[src/rtl/sds_pkg.sv]
package sds_pkg;
    typedef enum logic [1:0] {
        S_IDLE = 2'd0,
        S_SCAN = 2'd1,
        S_EMIT = 2'd2
    } sds_state_e;
endpackage

[src/rtl/sds_lowest_hit.sv]
module sds_lowest_hit #(
    parameter int W   = 64,
    localparam int IW = $clog2(W)
) (
    input  logic [W-1:0]  vec,
    output logic          found,
    output logic [IW-1:0] idx
);
    always_comb begin
        idx = '0;
        for (int i = W - 1; i >= 0; i--) begin
            if (vec[i]) idx = IW'(i);
        end
        found = |vec;
    end
endmodule

[src/rtl/sds_run_finder.sv]
module sds_run_finder #(
    parameter int W     = 64,
    parameter int LEN_W = 2,
    localparam int IW   = $clog2(W),
    localparam int RUN_MAX = 1 << LEN_W
) (
    input  logic [W-1:0]     mask,
    output logic             found,
    output logic [IW-1:0]    first,
    output logic [LEN_W-1:0] code,
    output logic [W-1:0]     remain
);
    logic [W-1:0] aligned;
    logic [W-1:0] run_bits;
    logic         cont;

    sds_lowest_hit #(.W(W)) u_low (
        .vec  (mask),
        .found(found),
        .idx  (first)
    );

    always_comb begin
        aligned = mask >> first;
        code    = '0;
        cont    = 1'b1;
        for (int k = 1; k < RUN_MAX; k++) begin
            if (cont && aligned[k]) code = LEN_W'(k);
            else                    cont = 1'b0;
        end
        run_bits = ((W'(1) << (int'(code) + 1)) - W'(1)) << first;
        remain   = mask & ~run_bits;
    end
endmodule

[src/rtl/sds_group_encoder.sv]
module sds_group_encoder
    import sds_pkg::*;
#(
    parameter int GROUP_W    = 64,
    parameter int MAX_STATES = 6,
    parameter int BANK_W     = 5,
    parameter int LEN_W      = 2,
    localparam int COL_W     = $clog2(GROUP_W),
    localparam int STATE_W   = COL_W + LEN_W,
    localparam int CNT_W     = $clog2(MAX_STATES + 1),
    localparam int STEP_W    = (MAX_STATES > 1) ? $clog2(MAX_STATES) : 1,
    localparam int OUT_W     = MAX_STATES * STATE_W
) (
    input  logic                clk,
    input  logic                rst,
    input  logic                in_valid,
    input  logic [GROUP_W-1:0]  in_hits,
    input  logic [BANK_W-1:0]   in_bank,
    output logic                out_valid,
    output logic [OUT_W-1:0]    out_states,
    output logic [CNT_W-1:0]    out_count,
    output logic [BANK_W-1:0]   out_bank
);
    sds_state_e state, state_nx;

    logic [GROUP_W-1:0] work_mask;
    logic [OUT_W-1:0]   work_states;
    logic [CNT_W-1:0]   work_cnt;
    logic [BANK_W-1:0]  work_bank;
    logic [STEP_W-1:0]  step;

    logic               f_found;
    logic [COL_W-1:0]   f_first;
    logic [LEN_W-1:0]   f_code;
    logic [GROUP_W-1:0] f_remain;
    logic               take;

    sds_run_finder #(.W(GROUP_W), .LEN_W(LEN_W)) u_find (
        .mask  (work_mask),
        .found (f_found),
        .first (f_first),
        .code  (f_code),
        .remain(f_remain)
    );

    assign take = f_found && (work_cnt < CNT_W'(MAX_STATES));

    // next-state logic
    always_comb begin
        state_nx = state;
        unique case (state)
            S_IDLE:  if (in_valid) state_nx = S_SCAN;
            S_SCAN:  if (step == STEP_W'(MAX_STATES - 1)) state_nx = S_EMIT;
            S_EMIT:  state_nx = S_IDLE;
            default: state_nx = S_IDLE;
        endcase
    end

    // state register
    always_ff @(posedge clk) begin
        if (rst) state <= S_IDLE;
        else     state <= state_nx;
    end

    // datapath and outputs
    always_ff @(posedge clk) begin
        if (rst) begin
            work_mask   <= '0;
            work_states <= '0;
            work_cnt    <= '0;
            work_bank   <= '0;
            step        <= '0;
            out_valid   <= 1'b0;
            out_states  <= '0;
            out_count   <= '0;
            out_bank    <= '0;
        end else begin
            out_valid <= 1'b0;
            unique case (state)
                S_IDLE: begin
                    if (in_valid) begin
                        work_mask   <= in_hits;
                        work_bank   <= in_bank;
                        work_states <= '0;
                        work_cnt    <= '0;
                        step        <= '0;
                    end
                end
                S_SCAN: begin
                    step <= step + STEP_W'(1);
                    if (take) begin
                        work_states[int'(work_cnt) * STATE_W +: STATE_W] <= {f_first, f_code};
                        work_cnt  <= work_cnt + CNT_W'(1);
                        work_mask <= f_remain;
                    end
                end
                S_EMIT: begin
                    out_valid  <= 1'b1;
                    out_states <= work_states;
                    out_count  <= work_cnt;
                    out_bank   <= work_bank;
                end
                default: ;
            endcase
        end
    end


    cnt_cap_chk: assert property (@(posedge clk) disable iff (rst)
        work_cnt <= CNT_W'(MAX_STATES));


    out_pulse_chk: assert property (@(posedge clk) disable iff (rst)
        out_valid |=> !out_valid);


    hold_out_chk: assert property (@(posedge clk) disable iff (rst)
        (state != S_EMIT) |=> ($stable(out_count) && $stable(out_bank) && $stable(out_states)));


    lowest_first_chk: assert property (@(posedge clk) disable iff (rst)
        (state == S_SCAN && f_found) |-> (work_mask[f_first] &&
            ((work_mask & ((GROUP_W'(1) << f_first) - GROUP_W'(1))) == '0)));


    empty_slots_chk: assert property (@(posedge clk) disable iff (rst)
        out_valid |-> ((out_states >> (int'(out_count) * STATE_W)) == '0));


    busy_ignore_chk: assert property (@(posedge clk) disable iff (rst)
        (state == S_SCAN && in_valid) |=> $stable(work_bank));
endmodule

[config.mk]
export PLATFORM = sky130hd
export DESIGN_NAME = sds_group_encoder
export DESIGN_NICKNAME = d
export VERILOG_FILES = /design/src/rtl/sds_pkg.sv /design/src/rtl/sds_lowest_hit.sv /design/src/rtl/sds_run_finder.sv /design/src/rtl/sds_group_encoder.sv
export SDC_FILE = /design/constraint.sdc
export NUM_CORES = 1
export LEC_CHECK = 0
export BUFFER_PORTS_ARGS = -buffer_cell sky130_fd_sc_hd__buf_2
export CORE_MARGIN = 4
export CORE_UTILIZATION = 30
export CTS_BUF_LIST = sky130_fd_sc_hd__clkbuf_8 sky130_fd_sc_hd__clkbuf_16
export DETAILED_ROUTE_END_ITERATION = 8
export PLACE_DENSITY = 0.48
export SYNTH_ARGS = -nofsm -noshare
export SYNTH_HDL_FRONTEND = slang
export SYNTH_SLANG_ARGS = --single-unit
export TNS_END_PERCENT = 100
[constraint.sdc]
create_clock -name clk -period 12 [get_ports clk]
set_clock_uncertainty 0.2 [all_clocks]
set_input_delay 0.6 -clock clk [delete_from_list [all_inputs] [get_ports clk]]
set_output_delay 0.6 -clock clk [all_outputs]
set_load 0.05 [all_outputs]
* Yosys cells after proc, flatten, opt, wreduce, memory -nomap -nowiden *
Cells that the tools add are included.

operators by class
  add/sub/neg operators = 5
  multipliers = 0
  div/mod/pow operators = 0
  order comparisons = 1
  eq/ne operators = 6
  shift-type cells = 5
  muxes and demuxes = 84
  bitwise logic cells = 2
  reductions and logical operators = 10

operators by type and width
  kind                                                   number
  2-to-1 mux 6 bit                                       64
  2-to-1 mux 64 bit                                      2
  case mux 64 bit (2 select lines)                       1
  2-to-1 mux 48 bit                                      2
  case mux 48 bit (2 select lines)                       1
  AND 64 bit                                             1
  NOT 64 bit                                             1
  OR reduction 64 bit                                    1
  << shifter 1 x 32 -> 64 bit, first input constant      1
  << shifter 64 x 6 -> 64 bit                            1
  right shift 64 x 6 -> 4 bit                            1
  subtractor 64 x 2 -> 64 bit, second input constant     1
  bitwise mux 48 bit                                     1
  variable shift 8 x 33 -> 48 bit, first input constant  1
  variable part select 8 x 33 -> 48 bit                  1
  negator 6 -> 33 bit                                    1
  case mux 3 bit (2 select lines)                        2
  2-to-1 mux 2 bit                                       4
  adder 3 x 1 -> 3 bit, second input constant            2
  2-to-1 mux 3 bit                                       2
  inequality test 2 bit, second input constant           3
  AND reduction 2 bit                                    3
  2-to-1 mux 1 bit                                       4
  case mux 2 bit (2 select lines)                        1
  9 further kinds                                        11

word-level totals
  register bits = 182
  latch bits = 0
  memory bits (writable) = 0
  memory bits (read-only) = 0
  output and inout bits = 57
  word-level logic and storage cells = 123
  memories kept = 0

* Logic depth before layout (Yosys ltp) *
  depth in word-level cells = 78
  depth in mapped cells = 18

* By module *
Synthesis repeated with hierarchy kept, for this count alone.

unflattened totals
  cell total of the unflattened synthesis = 1457
  area, all modules = 11413.4 µm²

modules (own cells, without submodules)
  module             times used  cells an instance  area each (µm²)  sequential area each (µm²)
  sds_group_encoder  1           891                7151.9           3643.5
  sds_run_finder     1           421                3374.5           0.0
  sds_lowest_hit     1           145                887.1            0.0

* Least setup slack after synthesis *
No wires, ideal clock.

  path type = register -> register
  start = register work_mask[41]
  end = register work_mask[15]
  library setup time = 0.116 ns
  arrival = 3.808 ns
  required time = 11.684 ns
  slack = 7.876 ns
  stages on the path, launching flop included = 17
  cell sequence = dfxtp_1 > buf_6 > or3_4 > nor3_2 > o2111ai_2 > a31oi_4 > o21ai_4 > buf_6 > mux2i_1 > a2111oi_0 > a211o_1 > nand4_2 > nor2_2 > a21oi_1 > o31ai_2 > o21ai_1 > a31o_2

between the ends
  word-level cells in the longest chain between the ends = 56
  elaborated cells on any way between the ends = 62
  classes of those cells = add/sub (2); eq/ne (1); shift (3); mux (49); bitwise (2); reduce/logical (5)

RTL lines
  item                              RTL line                 RTL
  from (decl)                       sds_group_encoder.sv:26  logic [GROUP_W-1:0] work_mask;
  from (signal assigned)            sds_group_encoder.sv:82  work_mask <= in_hits;
  from (signal assigned)            sds_group_encoder.sv:94  work_mask <= f_remain;
  2-to-1 mux 6 bit (42 in a row)    sds_lowest_hit.sv:12     if (vec[i]) idx = IW'(i);
  right shift 64 x 6 -> 4 bit       sds_run_finder.sv:24     aligned = mask >> first;
  2-to-1 mux 1 bit                  sds_run_finder.sv:28     if (cont && aligned[k]) code = LEN_W'(k);
  logical AND 1 bit                 sds_run_finder.sv:28
  2-to-1 mux 1 bit                  sds_run_finder.sv:28
  logical AND 1 bit                 sds_run_finder.sv:28
  2-to-1 mux 2 bit                  sds_run_finder.sv:28
  adder 2 x 1 -> 3 bit              sds_run_finder.sv:31     run_bits = ((W'(1) << (int'(code) + 1)) - W'(1)) << first;
  << shifter 1 x 32 -> 64 bit       sds_run_finder.sv:31
  subtractor 64 x 2 -> 64 bit       sds_run_finder.sv:31
  << shifter 64 x 6 -> 64 bit       sds_run_finder.sv:31
  NOT 64 bit                        sds_run_finder.sv:32     remain = mask & ~run_bits;
  AND 64 bit                        sds_run_finder.sv:32
  2-to-1 mux 64 bit                 sds_group_encoder.sv:91  if (take) begin
  case mux 64 bit (2 select lines)  sds_group_encoder.sv:79  unique case (state)

Parallel ways exist; a longest one is shown, timed or not. The select of a mux whose other input is x is not followed.
A chain may end at the register's enable or synchronous reset.

* Worst setup path after layout *
  start = register work_mask[28]
  end = register work_mask[7]

between the ends
  word-level cells in the longest chain between the ends = 43
  elaborated cells on any way between the ends = 49
  classes of those cells = add/sub (2); eq/ne (1); shift (3); mux (36); bitwise (2); reduce/logical (5)

RTL lines
  item                              RTL line
  2-to-1 mux 6 bit (29 in a row)    sds_lowest_hit.sv:12
  right shift 64 x 6 -> 4 bit       sds_run_finder.sv:24
  2-to-1 mux 1 bit                  sds_run_finder.sv:28
  logical AND 1 bit                 sds_run_finder.sv:28
  2-to-1 mux 1 bit                  sds_run_finder.sv:28
  logical AND 1 bit                 sds_run_finder.sv:28
  2-to-1 mux 2 bit                  sds_run_finder.sv:28
  adder 2 x 1 -> 3 bit              sds_run_finder.sv:31
  << shifter 1 x 32 -> 64 bit       sds_run_finder.sv:31
  subtractor 64 x 2 -> 64 bit       sds_run_finder.sv:31
  << shifter 64 x 6 -> 64 bit       sds_run_finder.sv:31
  NOT 64 bit                        sds_run_finder.sv:32
  AND 64 bit                        sds_run_finder.sv:32
  2-to-1 mux 64 bit                 sds_group_encoder.sv:91
  case mux 64 bit (2 select lines)  sds_group_encoder.sv:79

Parallel ways exist; a longest one is shown, timed or not. The select of a mux whose other input is x is not followed.

==> run_results.csv <==
group,metric,value,unit
run_status,status,"finished clean",
global_route,grt_overflow_total,0,
worst_setup_path,critPathLaunchType,"flip-flop",
synth,yosys-top-cells-area,"dfxtp_1 33%, nand2_1 9.3%, a21oi_1 7.6%",
run,maxCapViolations,0,
final_layout,drive_gt1_frac,0.167,
synth,synth.most_common_cell,"nand2_1",
sta,rsz0062_at_grt,"false",
final_layout,instances_no_fill,2040,
floorplanning,die_area,40200,um^2
final_layout,syn2layout_area_growth,14.7,%
drt,drtPass1Iterations,6,
sta,setup_tns,0,ns
pwr,combPwrFrac,0.424,
clock_tree,clock_path_buffers,2,
hold_path,hold_path_class,"primary input to flip-flop",
worst_setup_path,critPathMaxFanout,26,
drt,final_antenna_net_count,0,
final_layout,nets,1637,
clock_tree,post-cts-setup-buffers,0,
drt,drc,0,
placed_design,portBuffers,128,
global_route,grt_pass1_wl,86400,um
final_layout,num_antenna_cells,0,
synth,yosysWarnings,0,
sta,report.final.setup_viol,0,
sta,hold_viol_final,0,
floorplanning,coreArea,36600,um^2
worst_setup_path,timing.critical_path.buf_inv,1,
clock_tree,tritoncts,"done",
placed_design,gp_congestion,1.04,
synth,post-synth-top-area-cell,"dfxtp_1",
clock_tree,htreeDepth,4,
global_route,grt_pass1_vias,12000,
clock_tree,clock_sinks,182,
floorplanning,io_pins,129,
drt,routed-via-count,12800,
synth,ys_ff_latch,182,
placed_design,dpl.hpwl,41900,um
global_route,grt_antenna_before_repair,1,
synth,syn-num-nets,1579,
worst_setup_path,slowest_stage,"nor4_1",
pwr,p_sw,0.00106,W
placed_design,dp_cells,2008,
synth,netlist_top_cells_count,"275 x nand2_1, 182 x dfxtp_1, 169 x a21oi_1",
sta,fin_crit_sh,0.615,
floorplanning,die_y,201,um
clock_tree,clock-root-buffer,"clkbuf_16",
worst_setup_path,slowest_delay,0.95,ns
floorplanning,start_util,0.304,
synth,synth_enable_flop_cells,0,
worst_setup_path,path_cells,"nor4_1 > nand4_1 > a31oi_1 > o21a_1 > buf_4 > nand3_1 > a21oi_1 > a2111oi_0 > nor4_2 > o22ai_4 > nor3_4 > nor2_1 > o31ai_2 > a311oi_1",
drt,drt_iter0_drc,1667,
synth,postSynthAreaPerCell,7.41,um^2
sta,slew_violations,0,
worst_setup_path,worstPathArrival,7.43,ns
pwr,powerDensity,176,nW/um^2
sta,fmax,0.136,GHz
pwr,netSwitchingFraction,0.472,
pwr,clockPowerShare,0.274,
drt,wire_per_inst,29.1,um
sta,period_needed,7.37,ns
synth,async_flop_share,0,
floorplanning,dieWidth,201,um
floorplanning,num_rows,70,
worst_setup_path,crit_path_end_kind,"flip-flop",
pwr,p_int,0.00118,W
worst_setup_path,path_class,"flip-flop to flip-flop",
pwr,p_leak,4.63,nW
worst_setup_path,cp_top_family,"simple AND/OR/NAND/NOR gates",
global_route,grt_max_degree,93,
pwr,ir_drop,0.114,mV
clock_tree,cts_inserted_buffers,17,
drt,vias_per_cell,6.27,
sta,worst-slew-pin-transition,1.22,ns
global_route,track_usage,0.283,
clock_tree,clkTransAtPathRegs,0.08,ns
synth,synth.top_cell.area_share,0.327,
clock_tree,insertion_delay,0.47,ns
clock_tree,postCtsHoldBufs,0,
sta,relSlewSlack,0.183,
synth,ys_types,102,
worst_setup_path,critPathRequiredTime,12.06,ns
drt,wirelength,59400,um
synth,synth.cell_area,11100,um^2
synth,synth_flop_cell,"dfxtp_1",
synth,ys_seq_area_frac,0.327,
clock_tree,cts_resized,0,
synth,postSynthCellCount,1501,
pwr,pwr-share-seq,0.302,
==> power groups by stage <==
stage                     sequential, W  clock [W]  combinational [W]
final                          0.000676   0.000615           0.000951
after global routing           0.000678   0.000650           0.000972
after CTS                      0.000673   0.000626           0.000899
after detailed placement       0.000687          0           0.000896
after global placement         0.000687          0           0.000913
after floorplan                0.000654          0           0.000566
==> layout by cell type (no fill, tap or decap), types with 10 or more instances in the layout <==
cell | netlist | routed
nor4_1 | 22 | 22
clkbuf_16 | 0 | 17
nor2_1 | 127 | 126
o21ai_0 | 44 | 44
a211oi_1 | 17 | 17
nor3_1 | 33 | 33
buf_2 | 16 | 127
a31oi_1 | 34 | 34
nand3_1 | 66 | 66
inv_1 | 22 | 22
and3_1 | 21 | 21
mux2i_1 | 29 | 29
o21ai_1 | 14 | 11
nand2_1 | 275 | 274
nand4_1 | 10 | 10
o22ai_1 | 10 | 10
a22oi_1 | 22 | 22
buf_4 | 2 | 35
o21bai_1 | 10 | 10
a32oi_1 | 11 | 11
a21oi_1 | 169 | 169
nand2b_1 | 11 | 10
nor2b_1 | 11 | 10
o211ai_1 | 36 | 36
dfxtp_1 | 182 | 182
==> registers in the layout (all words and copies together), names as in the netlist <==
| name | count |
|---|---|
| work_mask | 64 |
| state | 2 |
| step | 3 |
| work_states | 48 |
| out_bank | 5 |
| out_states | 48 |
| out_valid | 1 |
| work_bank | 5 |
| work_cnt | 3 |
| out_count | 3 |
==> final timing paths <==
path	depth (start not counted)	end	from	slack (ns)
min	2	work_mask[27]	in_hits[27]	0.14
min reg2reg	2	out_states[44]	out_states[44]	0.25
max reg2reg	14	work_mask[7]	work_mask[28]	4.63
max	14	work_mask[7]	work_mask[28]	4.63
==> layer usage <==
metal | share of wire | routed length [um] | global-route usage | up-vias
met5 | 0.00027 | 16 | 0 | -
li1 | - | - | - | 5632
met1 | 0.45 | 26800 | 0.412 | 6297
met3 | 0.089 | 5320 | 0.0604 | 141
met4 | 0.034 | 1990 | 0.0941 | 2
met2 | 0.43 | 25300 | 0.416 | 716
==> layout make-up <==
class	count	area, um^2
repair buffers	163	910
multi-input cells	1173	6920
flip-flops and latches	182	3640
clock inverters	15	195
fillers	3993	23800
inverters	22	82.6
clock buffers	17	425
well taps	468	586
==> through the flow <==
step                       util  total power (W)  hold WS [ns]  worst slack, ns  instance area [um^2]
after CTS                 0.349          0.00220         0.125             5.02                 12800
after global routing      0.349          0.00230         0.138             4.58                 12800
after detailed placement  0.332          0.00158         0.245             5.05                 12100
after floorplan               -          0.00122         0.232             7.88                 11100
after global placement    0.332          0.00160         0.236             4.78                 12100
final                     0.349          0.00224         0.137             4.63                 12800
==> kinds of logic after synthesis <==
group	after synthesis	share of synthesized area
xor+xnor	3	0.00236
flops	182	0.327
compound gates	501	0.311
simple gates	619	0.255
mux	42	0.0423
buf+inv	146	0.0539
fa+ha+maj	6	0.00675
other cells	2	0.000675
Power figures use the tool's default switching activity.
